`config.mk`:
```
export PLATFORM = sky130hd
export DESIGN_NAME = sd_line_busy_tracker
export DESIGN_NICKNAME = d
export VERILOG_FILES = /design/src/rtl/sdlb_pkg.sv /design/src/rtl/sdlb_cmd_fsm.sv /design/src/rtl/sdlb_release_cnt.sv /design/src/rtl/sdlb_dat_fsm.sv /design/src/rtl/sd_line_busy_tracker.sv
export SDC_FILE = /design/constraint.sdc
export NUM_CORES = 1
export LEC_CHECK = 0
export BUFFER_PORTS_ARGS = -buffer_cell sky130_fd_sc_hd__clkbuf_2
export CAP_MARGIN = 20
export CELL_PAD_IN_SITES_DETAIL_PLACEMENT = 1
export CELL_PAD_IN_SITES_GLOBAL_PLACEMENT = 1
export CORE_ASPECT_RATIO = 0.9
export CORE_MARGIN = 1.5
export CORE_UTILIZATION = 35
export CTS_CLUSTER_DIAMETER = 80
export DETAILED_ROUTE_END_ITERATION = 16
export MAX_ROUTING_LAYER = met4
export PLACE_DENSITY_LB_ADDON = 0.1
export SYNTH_ARGS = -nofsm -noshare
export SYNTH_HDL_FRONTEND = slang
export SYNTH_HIERARCHICAL = 1
export SYNTH_SLANG_ARGS = --single-unit
```
`constraint.sdc`:
```
create_clock -name clk -period 4.4 [get_ports clk]
set_input_delay 0.44 -clock clk [delete_from_list [all_inputs] [get_ports clk]]
set_output_delay 0.44 -clock clk [all_outputs]
set_load 0.05 [all_outputs]
```
`src/rtl/sdlb_pkg.sv`:
```
package sdlb_pkg;

    typedef enum logic [1:0] {
        C_IDLE,
        C_WAIT,
        C_STUCK
    } cmd_st_t;

    typedef enum logic [2:0] {
        D_IDLE,
        D_WR_CMD,
        D_WR_XFER,
        D_WR_LAST,
        D_WR_GAP,
        D_WR_PAUSE,
        D_RD_XFER,
        D_RD_WAIT
    } dat_st_t;

    function automatic logic holds_dat(dat_st_t s);
        return (s == D_WR_XFER) || (s == D_WR_LAST) || (s == D_WR_GAP);
    endfunction

    function automatic logic reading(dat_st_t s);
        return s == D_RD_XFER;
    endfunction

endpackage

```
`src/rtl/sdlb_cmd_fsm.sv`:
```
module sdlb_cmd_fsm
    import sdlb_pkg::*;
(
    input  logic clk,
    input  logic rst,
    input  logic issue,
    input  logic fail,
    input  logic resp,
    output logic inhibit,
    output logic complete
);

    cmd_st_t st, nxt;

    always_ff @(posedge clk) begin
        if (rst) st <= C_IDLE;
        else     st <= nxt;
    end

    always_comb begin
        nxt = st;
        unique case (st)
            C_IDLE:  if (issue) nxt = C_WAIT;
            C_WAIT:  if (fail) nxt = C_STUCK;
                     else if (resp) nxt = C_IDLE;
            C_STUCK: nxt = C_STUCK;
            default: nxt = C_IDLE;
        endcase
    end

    always_ff @(posedge clk) begin
        if (rst) complete <= 1'b0;
        else     complete <= (st != C_IDLE) && (nxt == C_IDLE);
    end

    assign inhibit = (st != C_IDLE);


    stuck_hold_chk: assert property (@(posedge clk) disable iff (rst)
        (st == C_STUCK) |=> (st == C_STUCK) && !complete);


    cmd_pulse_chk: assert property (@(posedge clk) disable iff (rst)
        complete |-> !inhibit && $past(inhibit));


    cmd_single_chk: assert property (@(posedge clk) disable iff (rst)
        complete |=> !complete);

endmodule

```
`src/rtl/sdlb_release_cnt.sv`:
```
module sdlb_release_cnt #(
    parameter int RELEASE_CLKS = 8
) (
    input  logic clk,
    input  logic rst,
    input  logic arm,
    input  logic sample_en,
    input  logic dat0,
    output logic released
);

    localparam int CW = $clog2(RELEASE_CLKS + 1);
    localparam logic [CW-1:0] LIMIT = CW'(RELEASE_CLKS);

    logic [CW-1:0] cnt;

    always_ff @(posedge clk) begin
        if (rst || !arm) begin
            cnt <= '0;
        end else if (sample_en) begin
            if (!dat0)             cnt <= '0;
            else if (cnt != LIMIT) cnt <= cnt + 1'b1;
        end
    end

    assign released = (cnt == LIMIT);


    cnt_bound_chk: assert property (@(posedge clk) disable iff (rst)
        cnt <= LIMIT);


    low_restart_chk: assert property (@(posedge clk) disable iff (rst)
        (arm && sample_en && !dat0) |=> (cnt == '0));

endmodule

```
`src/rtl/sdlb_dat_fsm.sv`:
```
module sdlb_dat_fsm
    import sdlb_pkg::*;
(
    input  logic clk,
    input  logic rst,
    input  logic start,
    input  logic start_read,
    input  logic start_busy_only,
    input  logic cmd_end_bit,
    input  logic last_blk_end,
    input  logic blk_gap,
    input  logic stop_req,
    input  logic cont_req,
    input  logic buf_full,
    input  logic released,
    output logic line_active,
    output logic rd_active,
    output logic read_wait,
    output logic xfer_complete,
    output logic engaged,
    output logic arm_release
);

    dat_st_t st, nxt;
    logic    busy_only;

    always_ff @(posedge clk) begin
        if (rst) begin
            st        <= D_IDLE;
            busy_only <= 1'b0;
        end else begin
            st <= nxt;
            if (st == D_IDLE && start) busy_only <= start_busy_only;
        end
    end

    always_comb begin
        nxt = st;
        unique case (st)
            D_IDLE:     if (start) nxt = start_read ? D_RD_XFER : D_WR_CMD;
            D_WR_CMD:   if (cmd_end_bit) nxt = busy_only ? D_WR_LAST : D_WR_XFER;
            D_WR_XFER:  if (last_blk_end) nxt = D_WR_LAST;
                        else if (stop_req && blk_gap) nxt = D_WR_GAP;
            D_WR_LAST:  if (released) nxt = D_IDLE;
            D_WR_GAP:   if (released) nxt = D_WR_PAUSE;
            D_WR_PAUSE: if (cont_req) nxt = D_WR_XFER;
            D_RD_XFER:  if (last_blk_end) nxt = D_IDLE;
                        else if (stop_req && (blk_gap || buf_full)) nxt = D_RD_WAIT;
            D_RD_WAIT:  if (cont_req) nxt = D_RD_XFER;
            default:    nxt = D_IDLE;
        endcase
    end

    always_ff @(posedge clk) begin
        if (rst) xfer_complete <= 1'b0;
        else     xfer_complete <= (holds_dat(st) || reading(st)) &&
                                  !(holds_dat(nxt) || reading(nxt));
    end

    assign line_active = holds_dat(st);
    assign rd_active   = reading(st);
    assign read_wait   = (st == D_RD_WAIT) || (reading(st) && buf_full);
    assign engaged     = (st != D_IDLE);
    assign arm_release = (st == D_WR_LAST) || (st == D_WR_GAP);


    xfer_pulse_chk: assert property (@(posedge clk) disable iff (rst)
        xfer_complete |-> !(line_active || rd_active) && $past(line_active || rd_active));


    rd_wait_hold_chk: assert property (@(posedge clk) disable iff (rst)
        (st == D_RD_WAIT) |-> read_wait && !rd_active);


    gap_hold_chk: assert property (@(posedge clk) disable iff (rst)
        (st == D_WR_GAP && !released) |=> line_active);

endmodule

```
`src/rtl/sd_line_busy_tracker.sv`:
```
module sd_line_busy_tracker #(
    parameter int RELEASE_CLKS = 8
) (
    input  logic clk,
    input  logic rst,
    input  logic sd_clk_en,
    input  logic cmd_wr,
    input  logic cmd_has_data,
    input  logic cmd_busy_rsp,
    input  logic cmd_is_read,
    input  logic cmd_conflict_err,
    input  logic cmd_not_issued_err,
    input  logic resp_rcvd,
    input  logic cmd_end_bit,
    input  logic last_blk_end,
    input  logic blk_gap,
    input  logic dat0,
    input  logic stop_gap_req,
    input  logic continue_req,
    input  logic buf_full,
    output logic cmd_accept,
    output logic cmd_inhibit,
    output logic dat_inhibit,
    output logic dat_line_active,
    output logic read_xfer_active,
    output logic read_wait,
    output logic cmd_complete,
    output logic xfer_complete
);

    logic need_dat, dat_engaged, arm_release, released;

    assign need_dat   = cmd_has_data || cmd_busy_rsp;
    assign cmd_accept = cmd_wr && !cmd_inhibit && !(need_dat && dat_engaged);

    sdlb_cmd_fsm u_cmd (
        .clk      (clk),
        .rst      (rst),
        .issue    (cmd_accept),
        .fail     (cmd_conflict_err || cmd_not_issued_err),
        .resp     (resp_rcvd),
        .inhibit  (cmd_inhibit),
        .complete (cmd_complete)
    );

    sdlb_dat_fsm u_dat (
        .clk             (clk),
        .rst             (rst),
        .start           (cmd_accept && need_dat),
        .start_read      (cmd_is_read && cmd_has_data),
        .start_busy_only (!cmd_has_data),
        .cmd_end_bit     (cmd_end_bit),
        .last_blk_end    (last_blk_end),
        .blk_gap         (blk_gap),
        .stop_req        (stop_gap_req),
        .cont_req        (continue_req),
        .buf_full        (buf_full),
        .released        (released),
        .line_active     (dat_line_active),
        .rd_active       (read_xfer_active),
        .read_wait       (read_wait),
        .xfer_complete   (xfer_complete),
        .engaged         (dat_engaged),
        .arm_release     (arm_release)
    );

    sdlb_release_cnt #(.RELEASE_CLKS(RELEASE_CLKS)) u_rel (
        .clk       (clk),
        .rst       (rst),
        .arm       (arm_release),
        .sample_en (sd_clk_en),
        .dat0      (dat0),
        .released  (released)
    );

    assign dat_inhibit = dat_line_active || read_xfer_active;


    issue_sets_chk: assert property (@(posedge clk) disable iff (rst)
        cmd_accept |=> cmd_inhibit);


    dat_refuse_chk: assert property (@(posedge clk) disable iff (rst)
        (cmd_wr && need_dat && dat_inhibit) |-> !cmd_accept);


    reset_quiet_chk: assert property (@(posedge clk)
        $past(rst) |-> !cmd_inhibit && !dat_inhibit && !cmd_complete && !xfer_complete);

endmodule

```
* Word-level counts from Yosys, hierarchy flattened
Cells that the tools add are included.
** Storage, ports and cells
- Bits in registers :: 12
- Input port bits :: 17
- Output and inout port bits :: 8
- Word-level logic and storage cells :: 76
** Operators by class
- Add/subtract/negate cells :: 1
- Equal/unequal tests :: 16
- Multiplexer cells :: 19
- Reduce and logical (&&, ||, !) cells :: 34
** Operators by type and width (count)
- 3-bit 2-to-1 mux :: 11
- 3-bit one-hot mux with 8 select lines :: 1
- 3-bit == test (second input constant) :: 6
- 3-bit by 2-bit == test with 1-bit output (second input constant) :: 4
- 1-bit logical OR :: 12
- 1-bit logical AND :: 11
- 4-bit 2-to-1 mux :: 2
- 2-bit 2-to-1 mux :: 3
- 2-bit one-hot mux with 3 select lines :: 1
- 1-bit logical NOT :: 5
- 4-bit by 1-bit adder with 4-bit output (second input constant) :: 1
- 4-bit == test (second input constant) :: 1
- 2-bit logical NOT :: 2
- 4-bit inequality test (second input constant) :: 1
- 3-bit by 1-bit == test with 1-bit output (second input constant) :: 1
- 3-bit logical NOT :: 1
- 3-bit nonzero test :: 1
- 2-bit by 1-bit == test with 1-bit output (second input constant) :: 1
- 2-bit == test (second input constant) :: 1
- 2-bit by 1-bit inequality test with 1-bit output (second input constant) :: 1
- 2-bit AND reduction :: 1
- 2-bit nonzero test :: 1
- 1-bit 2-to-1 mux :: 1

* Longest topological paths before layout
- Depth after elaboration :: 13
- Gate-level depth with buffers :: 8
- Gate-level depth less buffers :: 8

* Cells and area by module
The synthesis kept the hierarchy.
** By module, submodules not included
- sdlb_dat_fsm :: instances 1, cells each 57, area each 439.2 µm², seq. area each 100.1 µm²
- sdlb_release_cnt :: instances 1, cells each 28, area each 234.0 µm², seq. area each 80.1 µm²
- sdlb_cmd_fsm :: instances 1, cells each 13, area each 135.1 µm², seq. area each 60.1 µm²
- sd_line_busy_tracker :: instances 1, cells each 8, area each 56.3 µm², seq. area each 0.0 µm²

* Least setup slack after synthesis
Ideal clock, no wire load.
- Path type :: reg2out
- Start :: register u_dat.st[1]
- End :: output port dat_inhibit
- Arrival :: 1.605 ns
- Data required time :: 3.960 ns
- Path slack :: 2.355 ns
- Stages on the path, launching flop included :: 5
- Path buffers :: 1
- Cells stage by stage :: dfxtp_1 buf_6 nand2_1 nor2_1 or2_2
** On the way
- Elaborated cells on any way between the ends :: 7
- Those cells by class :: eq/ne: 4; reduce/logical: 3
** RTL lines
- start: declaration :: line sdlb_dat_fsm.sv:24 : dat_st_t st, nxt;
- start signal: assignment :: line sdlb_dat_fsm.sv:32 : st <= nxt;
- 3-bit == test :: line sdlb_pkg.sv:25 : return s == D_RD_XFER;
- via read_xfer_active :: line sd_line_busy_tracker.sv:25 : output logic read_xfer_active,
- 1-bit logical OR :: line sd_line_busy_tracker.sv:76 : assign dat_inhibit = dat_line_active || read_xfer_active;
- end: declaration :: line sd_line_busy_tracker.sv:23 : output logic dat_inhibit,
The timed path passes the listed nets, and every way through them passes these cells.

* Worst setup path after layout
- Start :: register u_dat.st[2]
- End :: output port cmd_accept
** On the way
- Cells in the longest elaborated chain, start to end :: 4
** RTL lines
- 3-bit nonzero test :: line sdlb_dat_fsm.sv:63 : assign engaged = (st != D_IDLE);
- via dat_engaged :: line sd_line_busy_tracker.sv:31 : logic need_dat, dat_engaged, arm_release, released;
- 1-bit logical AND :: line sd_line_busy_tracker.sv:34 : assign cmd_accept = cmd_wr && !cmd_inhibit && !(need_dat && dat_engaged);
- 1-bit logical NOT :: line sd_line_busy_tracker.sv:34
- 1-bit logical AND :: line sd_line_busy_tracker.sv:34
- end: declaration :: line sd_line_busy_tracker.sv:21 : output logic cmd_accept,
The timed path passes the listed nets, and every way through them passes these cells.

==> out/metrics.cfg <==
[worst_setup_path]
critPathMaxFanout=15
r2r_cells=7
path_delay_family=simple AND/OR/NAND/NOR gates
worstPathArrival_ps=1990
max_stage_delay_ps=480
cp.required_ps=3960
crit_path_end_kind=primary output
critPathBufInv=2
reg2reg_setup_slack_ps=2130
r2r_end=u_dat/xfer_complete
start_kind=flip-flop
slowest_stage=nor3_1
r2r-start=u_dat/st[2]
path_class=flip-flop to primary output
cp_num_cells=5
cp_cell_sequence=nor3_1, inv_1, o21ai_0, and3b_1, clkbuf_2

[power_and_ir_drop]
total_power_mw=0.5170
irDropWorstVdd_v=0.0002831
p_leak_nw=0.4583
power.density_mw_per_mm2=501.5

[synth]
synth_compound_area_share_pct=26.05
synth_async_sr_flop_share_pct=0
avgSynthCellArea_sq_um=8.156
ys_ff_latch=12
ys_seq_area_share_pct=27.79
synth-edff-count=0
ys_warn_count=6
synth-adder-area-share_pct=2.894
synth_nets=125
post_synth_and_or_nand_nor_area_fraction_pct=36.61
netlist_area_sq_um=864.6
netlist_instances=106
muxShareOfSynthArea_pct=0
synth_xor_area_share_pct=0
synth-main-ff-cell=dfxtp_1
synth_cell_types=41
synth_top_family_by_area=simple AND/OR/NAND/NOR gates

[sta]
tightest_slew_ps=564.1
period_share_pct=55.24
slew_headroom_pct=61.42
hold_viol=0
finalSetupTns_ps=0
skew_ps=0.3650
drv_slew=0
finalSetupViolCount=0
fmax_ghz=0.4114
fin_crit_ps=2431
rsz0062_at_grt=no

[drt]
drc=0
vias=850
routed_wl_um=2333
viasPerCell=5.380
wl_per_cell_um=14.77
dr.pass1.iters=4
drt-initial-drc-count=14
ant_nets=0

[layout]
syn2layout_area_growth_pct=19.25
nNetsFinal=151
antenna_cells=0
drive_gt1_share_pct=32.06

[hold_path]
min_path_cells=3
min-delay-start=resp_rcvd
worstHoldEndpoint=u_cmd/st[0]
hold_class=primary input to flip-flop

[clock_network]
hold_buffers=0
post_cts_buffers=0
cts_tree=built
clock-sinks=12
h-tree-depth=1
cts_buffer_depth=2
clock_latency_ps=280
ctsRootBufferMaster=clkbuf_4
cts.clk_slew.worst_paths_ps=80
cts_made_buffers=3
post_cts_resized=0

[place]
hpwl_um=1857
gp_congestion=0.7457
portBuffers=24

[floorplan]
dieArea_sq_mm=0.002778
die_height_um=50.15
io_pins=25
core_area_sq_mm=0.002262
initial_core_util_pct=38.22
die_width_um=55.39
num_rows=16

[global_routing]
grt_overflow_total=0
grt_usage_pct=19.05
grt_max_degree=16
grt_pass1_wl_um=4029
antenna_found_initial=0
first_global_vias=860

[flow_run]
max-cap-violations=0

[status]
outcome=finished clean

[synth_stat cells (2+ instances only)]
master,instances,share of area [%]
o221ai_2,2,3.5
nand3_1,5,2.9
and3b_1,2,2.0
o32ai_1,2,2.0
ha_1,2,2.9
or3b_1,3,3.0
o21ai_0,4,2.3
nand2_1,7,3.0
nor2_1,12,5.2
dfxtp_1,12,28
nand2b_1,2,1.4
a31oi_1,2,1.4
and2b_1,2,1.7
or3_1,2,1.4
inv_1,8,3.5
or2_2,3,2.2
nor2b_1,5,3.6
o21ai_1,2,1.2
a21oi_1,7,4.1
[metal layers]
layer  GRT usage [%]  routed length (um)  vias up
met1           24.09                1172      397
li1                -                   -      431
met5               -                   0        -
met3           4.639                  84        3
met4           4.878                  15        0
met2           30.75                1060       19
[worst max-delay path by stage]
stage | from | end | slack, ps
after floorplan | u_dat/st[1] | dat_inhibit | 2350
after global placement | u_dat/st[2] | u_dat/xfer_complete | 2380
after detailed placement | u_dat/st[2] | u_dat/xfer_complete | 2240
after CTS | u_dat/st[2] | cmd_accept | 1970
after global routing | u_dat/st[2] | cmd_accept | 1810
final | u_dat/st[2] | cmd_accept | 1970
[tightest hold or removal path: stages]
cell      delay, ps
clkbuf_2         80
or3b_1          100
a211oi_2         60
[layout make-up]
type	instances	area [sq um]
Fill cell	287	1231
Tap cell	27	33.78
Multi-Input combinational cell	82	566.8
Inverter	9	33.78
Timing Repair Buffer	24	120.1
Clock buffer	4	36.28
Sequential cell	12	240.2
[cell usage in the layout (no fill, tap or decap), drive strengths merged, types with 2 or more instances in the layout]
cell | netlist | layout
inv | 9 | 9
a21oi | 8 | 8
or3 | 2 | 2
or3b | 3 | 3
o221ai | 2 | 2
dfxtp | 12 | 12
nor2 | 12 | 12
clkbuf | 0 | 28
nand2b | 3 | 3
and2b | 2 | 2
nor2b | 6 | 6
and3b | 2 | 2
o21ai | 6 | 6
nand3 | 5 | 5
nand2 | 7 | 7
o32ai | 2 | 2
ha | 2 | 2
a31oi | 2 | 2
or2 | 3 | 3
[power breakdown]
part	switching (mW)	internal [mW]	leakage [nW]
Combinational	0.171	0.0896	0.340
Clock	0.0428	0.0505	0.0210
Sequential	0.0375	0.126	0.0974
[kinds of logic after synthesis]
| group | count (synthesis) |
|---|---|
| AND/OR/NAND/NOR | 52 |
| flip-flops | 12 |
| adder cells (fa/ha/maj) | 2 |
| AO/OA/AOI/OAI | 28 |
| buffers and inverters | 12 |
[sequential cells by signal, indices dropped and copies added (netlist names)]
register,cells
u_dat/st,3
u_rel/cnt,4
u_cmd/complete,1
u_dat/busy_only,1
u_cmd/st,2
u_dat/xfer_complete,1
[metrics by stage]
stage	instances	setup slack [ps]	hold WS (ps)	area [sq um]	util, %
global placement	154	2379	461.8	994.7	43.97
detailed placement	154	2236	471.0	994.7	43.97
CTS	158	1970	438.7	1031	45.58
finish	158	1969	447.1	1031	45.58
floorplan	106	2355	430.8	864.6	-
global route	158	1808	446.7	1031	45.58
Note: power is estimated with default switching activity, not from simulation.
